$ cat src/rtl/cme_pkg.sv
package cme_pkg;

  localparam int unsigned REG_AW = 3;

  // Register indices on the host interface
  localparam logic [REG_AW-1:0] REG_CTRL    = 3'd0;
  localparam logic [REG_AW-1:0] REG_START   = 3'd1;
  localparam logic [REG_AW-1:0] REG_MEMCTL  = 3'd2;
  localparam logic [REG_AW-1:0] REG_WINADDR = 3'd3;
  localparam logic [REG_AW-1:0] REG_WINDATA = 3'd4;
  localparam logic [REG_AW-1:0] REG_IDENT   = 3'd5;

  localparam int unsigned SOFT_RST_BIT = 16;
  localparam int unsigned AND_BIT      = 21;

  localparam logic [31:0] CMD_STOP = 32'h0000_0000;
  localparam logic [31:0] CMD_INIT = 32'h0600_0000;
  localparam logic [31:0] CMD_MOVE = 32'h0A80_0000;

  localparam logic [31:0] IDENT_VALUE = 32'h0000_0102;
  localparam logic [29:0] STATUS_LOW  = 30'h0000_2AAA;

  localparam logic [1:0] CODE_RUN  = 2'b11;
  localparam logic [1:0] CODE_IDLE = 2'b10;
  localparam logic [1:0] CODE_ERR  = 2'b01;

  typedef enum logic [3:0] {
    ST_IDLE,
    ST_ERROR,
    ST_FETCH,
    ST_DECODE,
    ST_OPND_RD,
    ST_OPND_GET,
    ST_SRC_RD,
    ST_SRC_GET,
    ST_DST_RD,
    ST_DST_GET,
    ST_CP_RD,
    ST_CP_WR
  } cme_state_e;

endpackage

$ cat src/rtl/cme_addr_check.sv
module cme_addr_check #(
  parameter int unsigned CNT_W      = 20,
  parameter int unsigned OFF_W      = 14,
  parameter logic [31:0] LOCAL_BASE = 32'hF000_0000
) (
  input  logic [31:0]      addr,
  input  logic [CNT_W-1:0] len,
  output logic             ok
);

  localparam int unsigned SUM_W = ((CNT_W > OFF_W) ? CNT_W : OFF_W) + 1;
  localparam logic [SUM_W-1:0] LIMIT = SUM_W'(1) << OFF_W;

  logic [SUM_W-1:0] span_end;
  logic             in_window;
  logic             aligned;

  assign span_end  = SUM_W'(addr[OFF_W-1:0]) + SUM_W'(len);
  assign in_window = (addr[31:OFF_W] == LOCAL_BASE[31:OFF_W]);
  assign aligned   = (addr[1:0] == 2'b00) && (len[1:0] == 2'b00);
  assign ok        = in_window && aligned && (span_end <= LIMIT);

endmodule

$ cat src/rtl/cme_host_regs.sv
module cme_host_regs
  import cme_pkg::*;
#(
  parameter int unsigned OFF_W = 14
) (
  input  logic              clk,
  input  logic              rst_n,
  input  logic              host_wr,
  input  logic [REG_AW-1:0] host_addr,
  input  logic [31:0]       host_wdata,
  input  logic [1:0]        run_code,
  output logic [31:0]       host_rdata,
  output logic              mem_en,
  output logic [OFF_W-3:0]  win_idx,
  output logic              soft_rst,
  output logic              start,
  output logic              win_wr
);

  logic             mem_en_d;
  logic [OFF_W-3:0] win_idx_d;
  logic             mem_en_ce;
  logic             win_idx_ce;

  assign soft_rst   = host_wr && (host_addr == REG_CTRL) && host_wdata[SOFT_RST_BIT];
  assign start      = host_wr && (host_addr == REG_START);
  assign win_wr     = host_wr && (host_addr == REG_WINDATA);

  assign mem_en_ce  = soft_rst || (host_wr && (host_addr == REG_MEMCTL));
  assign win_idx_ce = soft_rst || (host_wr && (host_addr == REG_WINADDR));

  always_comb begin
    mem_en_d  = host_wdata[0];
    win_idx_d = host_wdata[OFF_W-1:2];
    if (soft_rst) begin
      mem_en_d  = 1'b0;
      win_idx_d = '0;
    end
  end

  always_ff @(posedge clk or negedge rst_n) begin
    if (!rst_n) begin
      mem_en  <= 1'b0;
      win_idx <= '0;
    end else begin
      if (mem_en_ce)  mem_en  <= mem_en_d;
      if (win_idx_ce) win_idx <= win_idx_d;
    end
  end

  always_comb begin
    unique case (host_addr)
      REG_CTRL:    host_rdata = {run_code, STATUS_LOW};
      REG_MEMCTL:  host_rdata = {31'd0, mem_en};
      REG_WINADDR: host_rdata = 32'({win_idx, 2'b00});
      REG_IDENT:   host_rdata = IDENT_VALUE;
      default:     host_rdata = 32'd0;
    endcase
  end

endmodule

$ cat src/rtl/cme_sequencer.sv
module cme_sequencer
  import cme_pkg::*;
#(
  parameter int unsigned CNT_W      = 20,
  parameter int unsigned OFF_W      = 14,
  parameter logic [31:0] LOCAL_BASE = 32'hF000_0000
) (
  input  logic             clk,
  input  logic             rst_n,
  input  logic             soft_rst,
  input  logic             start,
  input  logic [31:0]      start_ptr,
  input  logic             mem_en,
  input  logic [31:0]      lm_rdata,
  output logic [1:0]       run_code,
  output logic             eng_req,
  output logic             eng_we,
  output logic [OFF_W-3:0] eng_addr,
  output logic [31:0]      eng_wdata
);

  localparam logic [31:0] MOVE_VAR_MASK =
    (32'd1 << AND_BIT) | ((32'd1 << CNT_W) - 32'd1);
  localparam logic [CNT_W-1:0] WORD_BYTES = CNT_W'(4);

  cme_state_e       state_q, state_d;
  logic [31:0]      pc_q, pc_d;
  logic [31:0]      src_q, src_d;
  logic [31:0]      dst_q, dst_d;
  logic [CNT_W-1:0] remain_q, remain_d;
  logic [31:0]      operand_q, operand_d;
  logic             and_q, and_d;
  logic             operand_ce;
  logic             pc_ok, src_ok, dst_ok;

  cme_addr_check #(.CNT_W(CNT_W), .OFF_W(OFF_W), .LOCAL_BASE(LOCAL_BASE)) pc_chk_i (
    .addr(pc_q), .len(WORD_BYTES), .ok(pc_ok)
  );
  cme_addr_check #(.CNT_W(CNT_W), .OFF_W(OFF_W), .LOCAL_BASE(LOCAL_BASE)) src_chk_i (
    .addr(src_q), .len(remain_q), .ok(src_ok)
  );
  cme_addr_check #(.CNT_W(CNT_W), .OFF_W(OFF_W), .LOCAL_BASE(LOCAL_BASE)) dst_chk_i (
    .addr(lm_rdata), .len(remain_q), .ok(dst_ok)
  );

  assign eng_wdata  = and_q ? (lm_rdata & operand_q) : lm_rdata;
  assign operand_ce = soft_rst || (state_q == ST_OPND_GET);

  always_comb begin
    unique case (state_q)
      ST_IDLE:  run_code = CODE_IDLE;
      ST_ERROR: run_code = CODE_ERR;
      default:  run_code = CODE_RUN;
    endcase
  end

  // Next-state and port request logic
  always_comb begin
    state_d   = state_q;
    pc_d      = pc_q;
    src_d     = src_q;
    dst_d     = dst_q;
    remain_d  = remain_q;
    operand_d = lm_rdata;
    and_d     = and_q;
    eng_req   = 1'b0;
    eng_we    = 1'b0;
    eng_addr  = pc_q[OFF_W-1:2];

    unique case (state_q)
      ST_IDLE: begin
        if (start) begin
          pc_d    = start_ptr;
          state_d = mem_en ? ST_FETCH : ST_ERROR;
        end
      end
      ST_ERROR: begin
        state_d = ST_ERROR;
      end
      ST_FETCH, ST_OPND_RD, ST_SRC_RD, ST_DST_RD: begin
        if (!pc_ok) begin
          state_d = ST_ERROR;
        end else begin
          eng_req = 1'b1;
          unique case (state_q)
            ST_FETCH:   state_d = ST_DECODE;
            ST_OPND_RD: state_d = ST_OPND_GET;
            ST_SRC_RD:  state_d = ST_SRC_GET;
            default:    state_d = ST_DST_GET;
          endcase
        end
      end
      ST_DECODE: begin
        pc_d = pc_q + 32'd4;
        if (lm_rdata == CMD_STOP) begin
          state_d = ST_IDLE;
        end else if (lm_rdata == CMD_INIT) begin
          state_d = ST_OPND_RD;
        end else if ((lm_rdata & ~MOVE_VAR_MASK) == CMD_MOVE) begin
          remain_d = lm_rdata[CNT_W-1:0];
          and_d    = lm_rdata[AND_BIT];
          state_d  = ST_SRC_RD;
        end else begin
          state_d = ST_ERROR;
        end
      end
      ST_OPND_GET: begin
        pc_d    = pc_q + 32'd4;
        state_d = ST_FETCH;
      end
      ST_SRC_GET: begin
        src_d   = lm_rdata;
        pc_d    = pc_q + 32'd4;
        state_d = ST_DST_RD;
      end
      ST_DST_GET: begin
        dst_d = lm_rdata;
        pc_d  = pc_q + 32'd4;
        if (!(src_ok && dst_ok)) begin
          state_d = ST_ERROR;
        end else if (remain_q == '0) begin
          state_d = ST_FETCH;
        end else begin
          state_d = ST_CP_RD;
        end
      end
      ST_CP_RD: begin
        eng_req  = 1'b1;
        eng_addr = src_q[OFF_W-1:2];
        state_d  = ST_CP_WR;
      end
      ST_CP_WR: begin
        eng_req  = 1'b1;
        eng_we   = 1'b1;
        eng_addr = dst_q[OFF_W-1:2];
        src_d    = src_q + 32'd4;
        dst_d    = dst_q + 32'd4;
        remain_d = remain_q - WORD_BYTES;
        state_d  = (remain_q == WORD_BYTES) ? ST_FETCH : ST_CP_RD;
      end
      default: state_d = ST_ERROR;
    endcase

    if (soft_rst) begin
      state_d   = ST_IDLE;
      operand_d = '0;
      and_d     = 1'b0;
    end
  end

  // Register process
  always_ff @(posedge clk or negedge rst_n) begin
    if (!rst_n) begin
      state_q   <= ST_IDLE;
      pc_q      <= '0;
      src_q     <= '0;
      dst_q     <= '0;
      remain_q  <= '0;
      operand_q <= '0;
      and_q     <= 1'b0;
    end else begin
      state_q  <= state_d;
      pc_q     <= pc_d;
      src_q    <= src_d;
      dst_q    <= dst_d;
      remain_q <= remain_d;
      and_q    <= and_d;
      if (operand_ce) operand_q <= operand_d;
    end
  end

endmodule

$ cat src/rtl/cmdlist_mover.sv
module cmdlist_mover
  import cme_pkg::*;
#(
  parameter int unsigned LOCAL_BYTES = 16384,
  parameter int unsigned CNT_W       = 20,
  parameter logic [31:0] LOCAL_BASE  = 32'hF000_0000,
  localparam int unsigned OFF_W      = $clog2(LOCAL_BYTES)
) (
  input  logic              clk,
  input  logic              rst_n,
  input  logic              host_wr,
  input  logic [REG_AW-1:0] host_addr,
  input  logic [31:0]       host_wdata,
  output logic [31:0]       host_rdata,
  output logic              lm_req,
  output logic              lm_we,
  output logic [OFF_W-3:0]  lm_addr,
  output logic [31:0]       lm_wdata,
  input  logic [31:0]       lm_rdata
);

  logic [1:0]       rst_sync_q;
  logic             rst_n_int;
  logic [1:0]       run_code;
  logic             mem_en;
  logic [OFF_W-3:0] win_idx;
  logic             soft_rst;
  logic             start;
  logic             win_wr;
  logic             eng_req;
  logic             eng_we;
  logic [OFF_W-3:0] eng_addr;
  logic [31:0]      eng_wdata;
  logic             busy;
  logic             win_go;

  // Asynchronous assertion, synchronous release
  always_ff @(posedge clk or negedge rst_n) begin
    if (!rst_n) rst_sync_q <= 2'b00;
    else        rst_sync_q <= {rst_sync_q[0], 1'b1};
  end
  assign rst_n_int = rst_sync_q[1];

  cme_host_regs #(.OFF_W(OFF_W)) regs_i (
    .clk        (clk),
    .rst_n      (rst_n_int),
    .host_wr    (host_wr),
    .host_addr  (host_addr),
    .host_wdata (host_wdata),
    .run_code   (run_code),
    .host_rdata (host_rdata),
    .mem_en     (mem_en),
    .win_idx    (win_idx),
    .soft_rst   (soft_rst),
    .start      (start),
    .win_wr     (win_wr)
  );

  cme_sequencer #(.CNT_W(CNT_W), .OFF_W(OFF_W), .LOCAL_BASE(LOCAL_BASE)) seq_i (
    .clk       (clk),
    .rst_n     (rst_n_int),
    .soft_rst  (soft_rst),
    .start     (start),
    .start_ptr (host_wdata),
    .mem_en    (mem_en),
    .lm_rdata  (lm_rdata),
    .run_code  (run_code),
    .eng_req   (eng_req),
    .eng_we    (eng_we),
    .eng_addr  (eng_addr),
    .eng_wdata (eng_wdata)
  );

  // Engine owns the port while running; otherwise enabled window writes use it
  assign busy     = (run_code == CODE_RUN);
  assign win_go   = win_wr && mem_en && !busy;
  assign lm_req   = busy ? eng_req   : win_go;
  assign lm_we    = busy ? eng_we    : win_go;
  assign lm_addr  = busy ? eng_addr  : win_idx;
  assign lm_wdata = busy ? eng_wdata : host_wdata;

endmodule

$ cat config.mk
export PLATFORM = sky130hd
export DESIGN_NAME = cmdlist_mover
export DESIGN_NICKNAME = d
export VERILOG_FILES = /design/src/rtl/cme_pkg.sv /design/src/rtl/cme_addr_check.sv /design/src/rtl/cme_host_regs.sv /design/src/rtl/cme_sequencer.sv /design/src/rtl/cmdlist_mover.sv
export SDC_FILE = /design/constraint.sdc
export NUM_CORES = 1
export LEC_CHECK = 0
export BUFFER_PORTS_ARGS = -buffer_cell sky130_fd_sc_hd__buf_2
export CAP_MARGIN = 0
export CORE_MARGIN = 5
export CORE_UTILIZATION = 53
export CTS_CLUSTER_SIZE = 8
export DETAILED_ROUTE_END_ITERATION = 6
export GPL_TIMING_DRIVEN = 0
export PLACE_DENSITY = 0.77
export SYNTH_ARGS = -nofsm -noshare
export SYNTH_HDL_FRONTEND = slang
export SYNTH_SLANG_ARGS = --single-unit
$ cat constraint.sdc
create_clock -name clk -period 4.7 [get_ports clk]
set_clock_uncertainty 0.15 [all_clocks]
set_input_delay 0.235 -clock clk [delete_from_list [all_inputs] [get_ports clk]]
set_output_delay 0.235 -clock clk [all_outputs]
set_load 0.1 [all_outputs]
Word-level counts from Yosys, hierarchy flattened
Cells that the tools add are included.
W data, S select, Z words.
{ "classes": {"add_sub_neg": 7, "n_eq_ne": 30, "n_lt_le_gt_ge": 3, "n_reduce_logical": 41, "bitwise": 1, "muxes": 39} }
{ "ops": {"columns": ["op", "n"], "rows": [
  ["$pmux W32 S2", 3],
  ["$mux W32", 4],
  ["$pmux W32 S4", 1],
  ["$add A32 B3 Y32 const B", 3],
  ["$le A21 B15 Y1 const B", 3],
  ["$mux W20", 3],
  ["$eq A18 B18 Y1 const B", 3],
  ["$add A14 B20 Y21", 2],
  ["$pmux W20 S2", 1],
  ["$and A32 B32 Y32", 1],
  ["$eq A32 B27 Y1 const B", 1],
  ["$logic_not A32 Y1", 1],
  ["$mux W4", 8],
  ["$pmux W4 S8", 1],
  ["$mux W12", 2],
  ["$pmux W12 S2", 1],
  ["$eq A20 B3 Y1 const B", 1],
  ["$logic_not A20 Y1", 1],
  ["$sub A20 B3 Y20 const B", 1],
  ["$logic_and A1 B1 Y1", 17],
  ["$eq A4 B3 Y1 const B", 4],
  ["$eq A4 B4 Y1 const B", 4],
  ["$add A14 B3 Y15 const B", 1],
  ["$pmux W4 S3", 1],
  ["25 further kinds", 53]
]} }
{ "totals": {"in_bits": 70, "ff_bits": 168} }

Logic depth before layout (Yosys ltp)
{ "depth": {"ltp_word": 8, "mapped_depth": 11} }

Cells and area by module
From an unflattened synthesis, not the netlist that was laid out.
{ "hier_totals": {"hier_cells": 1561, "area_unflattened_um2": 12688.4} }
{ "modules_own_cells": {"columns": ["module", "area_each_um2", "cells_each", "n_inst"], "rows": [
  ["cme_sequencer", 7973.9, 972, 1],
  ["cme_addr_check at seq_i.pc_chk_i ...", 1004.7, 145, 2],
  ["cme_addr_check at seq_i.dst_chk_i", 1032.2, 152, 1],
  ["cme_host_regs", 848.3, 89, 1],
  ["cmdlist_mover", 824.5, 58, 1]
]} }

Least setup slack after synthesis
OpenSTA, ideal clock, no wires.
{ "synth_path": {"path_kind": "register -> output", "startpoint": "register seq_i.state_q[1]", "endpoint": "output host_rdata[30]", "required_ns": 4.315, "path_slack_ns": 0.213, "arrival_ns": 4.102, "stages_incl_launch_ff": 7, "cell_sequence": "dfrtp_1 clkbuf_1 nand2b_1 nor2_1 inv_1 ha_1 nor4_1"} }
{ "synth_between": {"elab_chain_cells": 3, "elab_cells_between_ends": 4} }
{ "synth_lines": {"columns": ["element", "line", "text"], "rows": [
  ["start, declared", "cme_sequencer.sv:26", "cme_state_e state_q, state_d;"],
  ["start signal, assigned", "cme_sequencer.sv:162", "state_q <= state_d;"],
  ["$eq A4 B1 Y1 or $logic_not A4 Y1 (tied branches)", "cme_sequencer.sv:50", "unique case (state_q)"],
  ["$pmux W2 S2 (*)", "cme_sequencer.sv:50", null],
  ["$pmux W32 S4 (*)", "cme_host_regs.sv:52", "unique case (host_addr)"],
  ["end, declared", "cmdlist_mover.sv:14", "output logic [31:0] host_rdata,"]
]} }
Mark *: on every way between the ends. The rest lies on a longest branch, timed or not.

Worst setup path in the final report
{ "layout_path": {"startpoint": "register seq_i.state_q[1]", "endpoint": "output lm_wdata[23]"} }
{ "layout_between": {"elab_chain_cells": 4, "elab_cells_between_ends": 5} }
{ "layout_lines": {"columns": ["element", "line", "text"], "rows": [
  ["$eq A4 B1 Y1 or $logic_not A4 Y1 (tied branches)", "cme_sequencer.sv:50", null],
  ["$pmux W2 S2 (*)", "cme_sequencer.sv:50", null],
  ["$eq A2 B2 Y1 (*)", "cmdlist_mover.sv:75", "assign busy = (run_code == CODE_RUN);"],
  ["$mux W32 (*)", "cmdlist_mover.sv:80", "assign lm_wdata = busy ? eng_wdata : host_wdata;"],
  ["end, declared", "cmdlist_mover.sv:18", "output logic [31:0] lm_wdata,"]
]} }
Marks and branches as above.

==> reports/metrics.yaml <==
cts-root-buf: "clkbuf_16"
top_level_ports: 148
start_kind: "flip-flop"
clockBufferDepth: 2
setup_violations: 0
synth_common_cells: "nand2_1 (210), dfrtp_1 (148), a21oi_1 (142)"
htreeDepth: 4
synth.most_common_cell: "nand2_1"
grt_use_met3_pct: 7.48
path_class: "flip-flop to output port"
yosys.area.top_type: "dfrtp_1"
drcViolationCount: 2
wirelength_um: 38400
core_area_mm2: 0.0200
worstMarginPinSlew_ns: 1.08
cts_tree: "built"
cp_max_fo: 10
met2_usage_pct: 49.7
route.vias.total: 12000
dpl_cell_area_mm2: 0.0118
antenna_cells: 0
ant_nets: 0
ys_ff_latch: 148
finalCritPeriodShare_pct: 91.0
yosys_warnings: 0
firstDrtPassIters: 7
fmax_mhz: 234
die-height_um: 152
clock_sinks: 148
clkTransAtPathRegs_ns: 0.06
avgRoutedWirePerCell_um: 20.4
grt_pass1_vias: 11200
start_util_pct: 53.3
dieArea_mm2: 0.0231
busiest_layer: "met2"
min_period_ns: 4.28
vdd_drop_max_mv: 1.59
worstSetupEndpointType: "output port"
synth_top_area_share_pct: 34.7
rows: 52
antenna_found_initial: 0
drv_cap: 0
area_growth_pct: 21.5
clock_latency_ns: 0.43
nets: 1711
cts_buffers: 17
drv_slew: 0
synthDistinctLibCells: 71
tns_ns: 0
fin_area_mm2: 0.0130
netlist_area_mm2: 0.0107
violations: "DRC"
grt_use_met1_pct: 44.2
grt_max_degree: 64
grt_pass1_wl_um: 60600
first_iter_violations: 1587
synth_cells: 1380
rsz0062_at_grt: "false"
n_fill_cell: 1765
place.port_buffers: 131
cts_setup_buffers: 0
die_w_um: 152
hp-class: "input port to flip-flop"
ys.flop_type: "dfrtp_1"
grt_usage_pct: 32.0
finalHoldViolCount: 0
hpwl_um: 27700
asyncSetResetFlopFracSynth_pct: 100
leakage_nw: 5.75
synth_edf_count: 0
ys_seq_area_share_pct: 34.7
routabilityCongestion: 0.973
drive_gt1_share_pct: 13.8
fin_worst_hold_slack_ns: 0.00780
powerDensity_mw_per_mm2: 594
crit_arrival_ns: 3.89
overflow: 0
postSynthAreaPerCell_um2: 7.74
cp_data_required_time_ns: 4.32
relSlewSlack_pct: 27.7
status: "complete, but fails checks"
post_synth_main_area_contributors: "dfrtp_1 (35%), nand2_1 (7.4%), a21oi_1 (6.7%), o21ai_0 (5.1%), nor2_1 (4.5%)"
vias_per_cell: 6.38
routing by layer:
metal | up-vias | part of all wire [%]
met4 | 0 | 3.4
met2 | 769 | 46
met3 | 121 | 11
li1 | 5450 | -
met5 | - | 0
met1 | 5694 | 40
path summary, 6_finish.rpt:
kind,startpoint,endpoint,slack (ns),cells after the start
worst max-delay path,seq_i.state_q[1],lm_wdata[23],0.42,11
worst min register to register,rst_sync_q[1],seq_i.operand_q[28],0.09,0
max in group asynchronous,rst_sync_q[1],seq_i.pc_q[18],3.30,2
min in group asynchronous,rst_sync_q[1],seq_i.operand_q[28],0.09,0
worst max register to register,seq_i.remain_q[0],seq_i.state_q[0],0.85,11
worst min-delay path,lm_rdata[11],seq_i.operand_q[11],0.008,3
cells in the final DEF (no fill, tap or decap), drive strengths merged, types with 22 or more instances in the layout:
master,count
a21oi,142
and3,22
buf,154
clkbuf,94
dfrtp,148
dlygate4sd3,55
ha,37
inv,64
nand2,210
nand3,46
nand4,27
nor2,127
nor3,27
o211ai,36
o21ai,111
o22ai,26
worst max-delay path, stage by stage (launching register included):
cell	delay, ns
dfrtp_1	0.45
clkbuf_1	0.25
nand2b_1	0.21
nor2_1	0.23
inv_1	0.07
ha_1	0.27
clkbuf_1	0.31
clkbuf_2	0.40
clkbuf_1	0.42
o211ai_1	0.22
o21ai_0	0.14
buf_2	0.47
kinds of logic after synthesis:
family,after synthesis,share of synthesized area [%]
xor gates and xnor gates,19,1.56
DFF,148,34.7
muxes,30,2.96
AOI/OAI and AO/OA,440,26.0
adders and majority gates,39,4.71
buffers and inverters,154,6.00
other,2,0.0703
and+or+nand+nor,548,24.0
layout make-up:
class	count	area, um2	share of cell area, %
Multi-Input combinational cell	1093	6400	49.3
Sequential cell	148	3710	28.6
Timing Repair Buffer	188	1260	9.71
Clock buffer	20	467	3.59
Buffer	95	420	3.24
Tap cell	270	338	2.60
Inverter	59	221	1.71
Clock inverter	12	168	1.29
power by group:
part	internal, mW	total [mW]	switching (mW)
clock	0.890	1.49	0.595
combinational	0.845	4.48	3.63
sequential	1.50	1.75	0.248
total	3.23	7.71	4.48
registers in the layout, indices dropped and copies added, names as in the netlist:
name and cells:
seq_i.operand_q 32, seq_i.pc_q 32, seq_i.src_q 32, seq_i.remain_q 20
regs_i.win_idx 12, seq_i.dst_q 12, seq_i.state_q 4, rst_sync_q 2
regs_i.mem_en 1, seq_i.and_q 1
metrics by stage:
| stage | worst slack (ns) | power [mW] | cells | utilization, % |
|---|---|---|---|---|
| detailed placement | 0.770 | 6.14 | 1798 | 58.9 |
| finish | 0.423 | 7.71 | 1885 | 64.8 |
| CTS | 0.300 | 7.65 | 1885 | 64.8 |
| global route | 0.202 | 7.98 | 1885 | 64.8 |
| global placement | -1.84 | 6.10 | 1796 | 58.5 |
| floorplan | 0.121 | 5.31 | 1395 | - |
timing repair:
action	CTS	global route
hold endpoints to repair	70	0
hold buffers	55	0
endpoints found under the setup margin	0	4
gates resized for setup	0	2
Power figures use the tool's default switching activity.
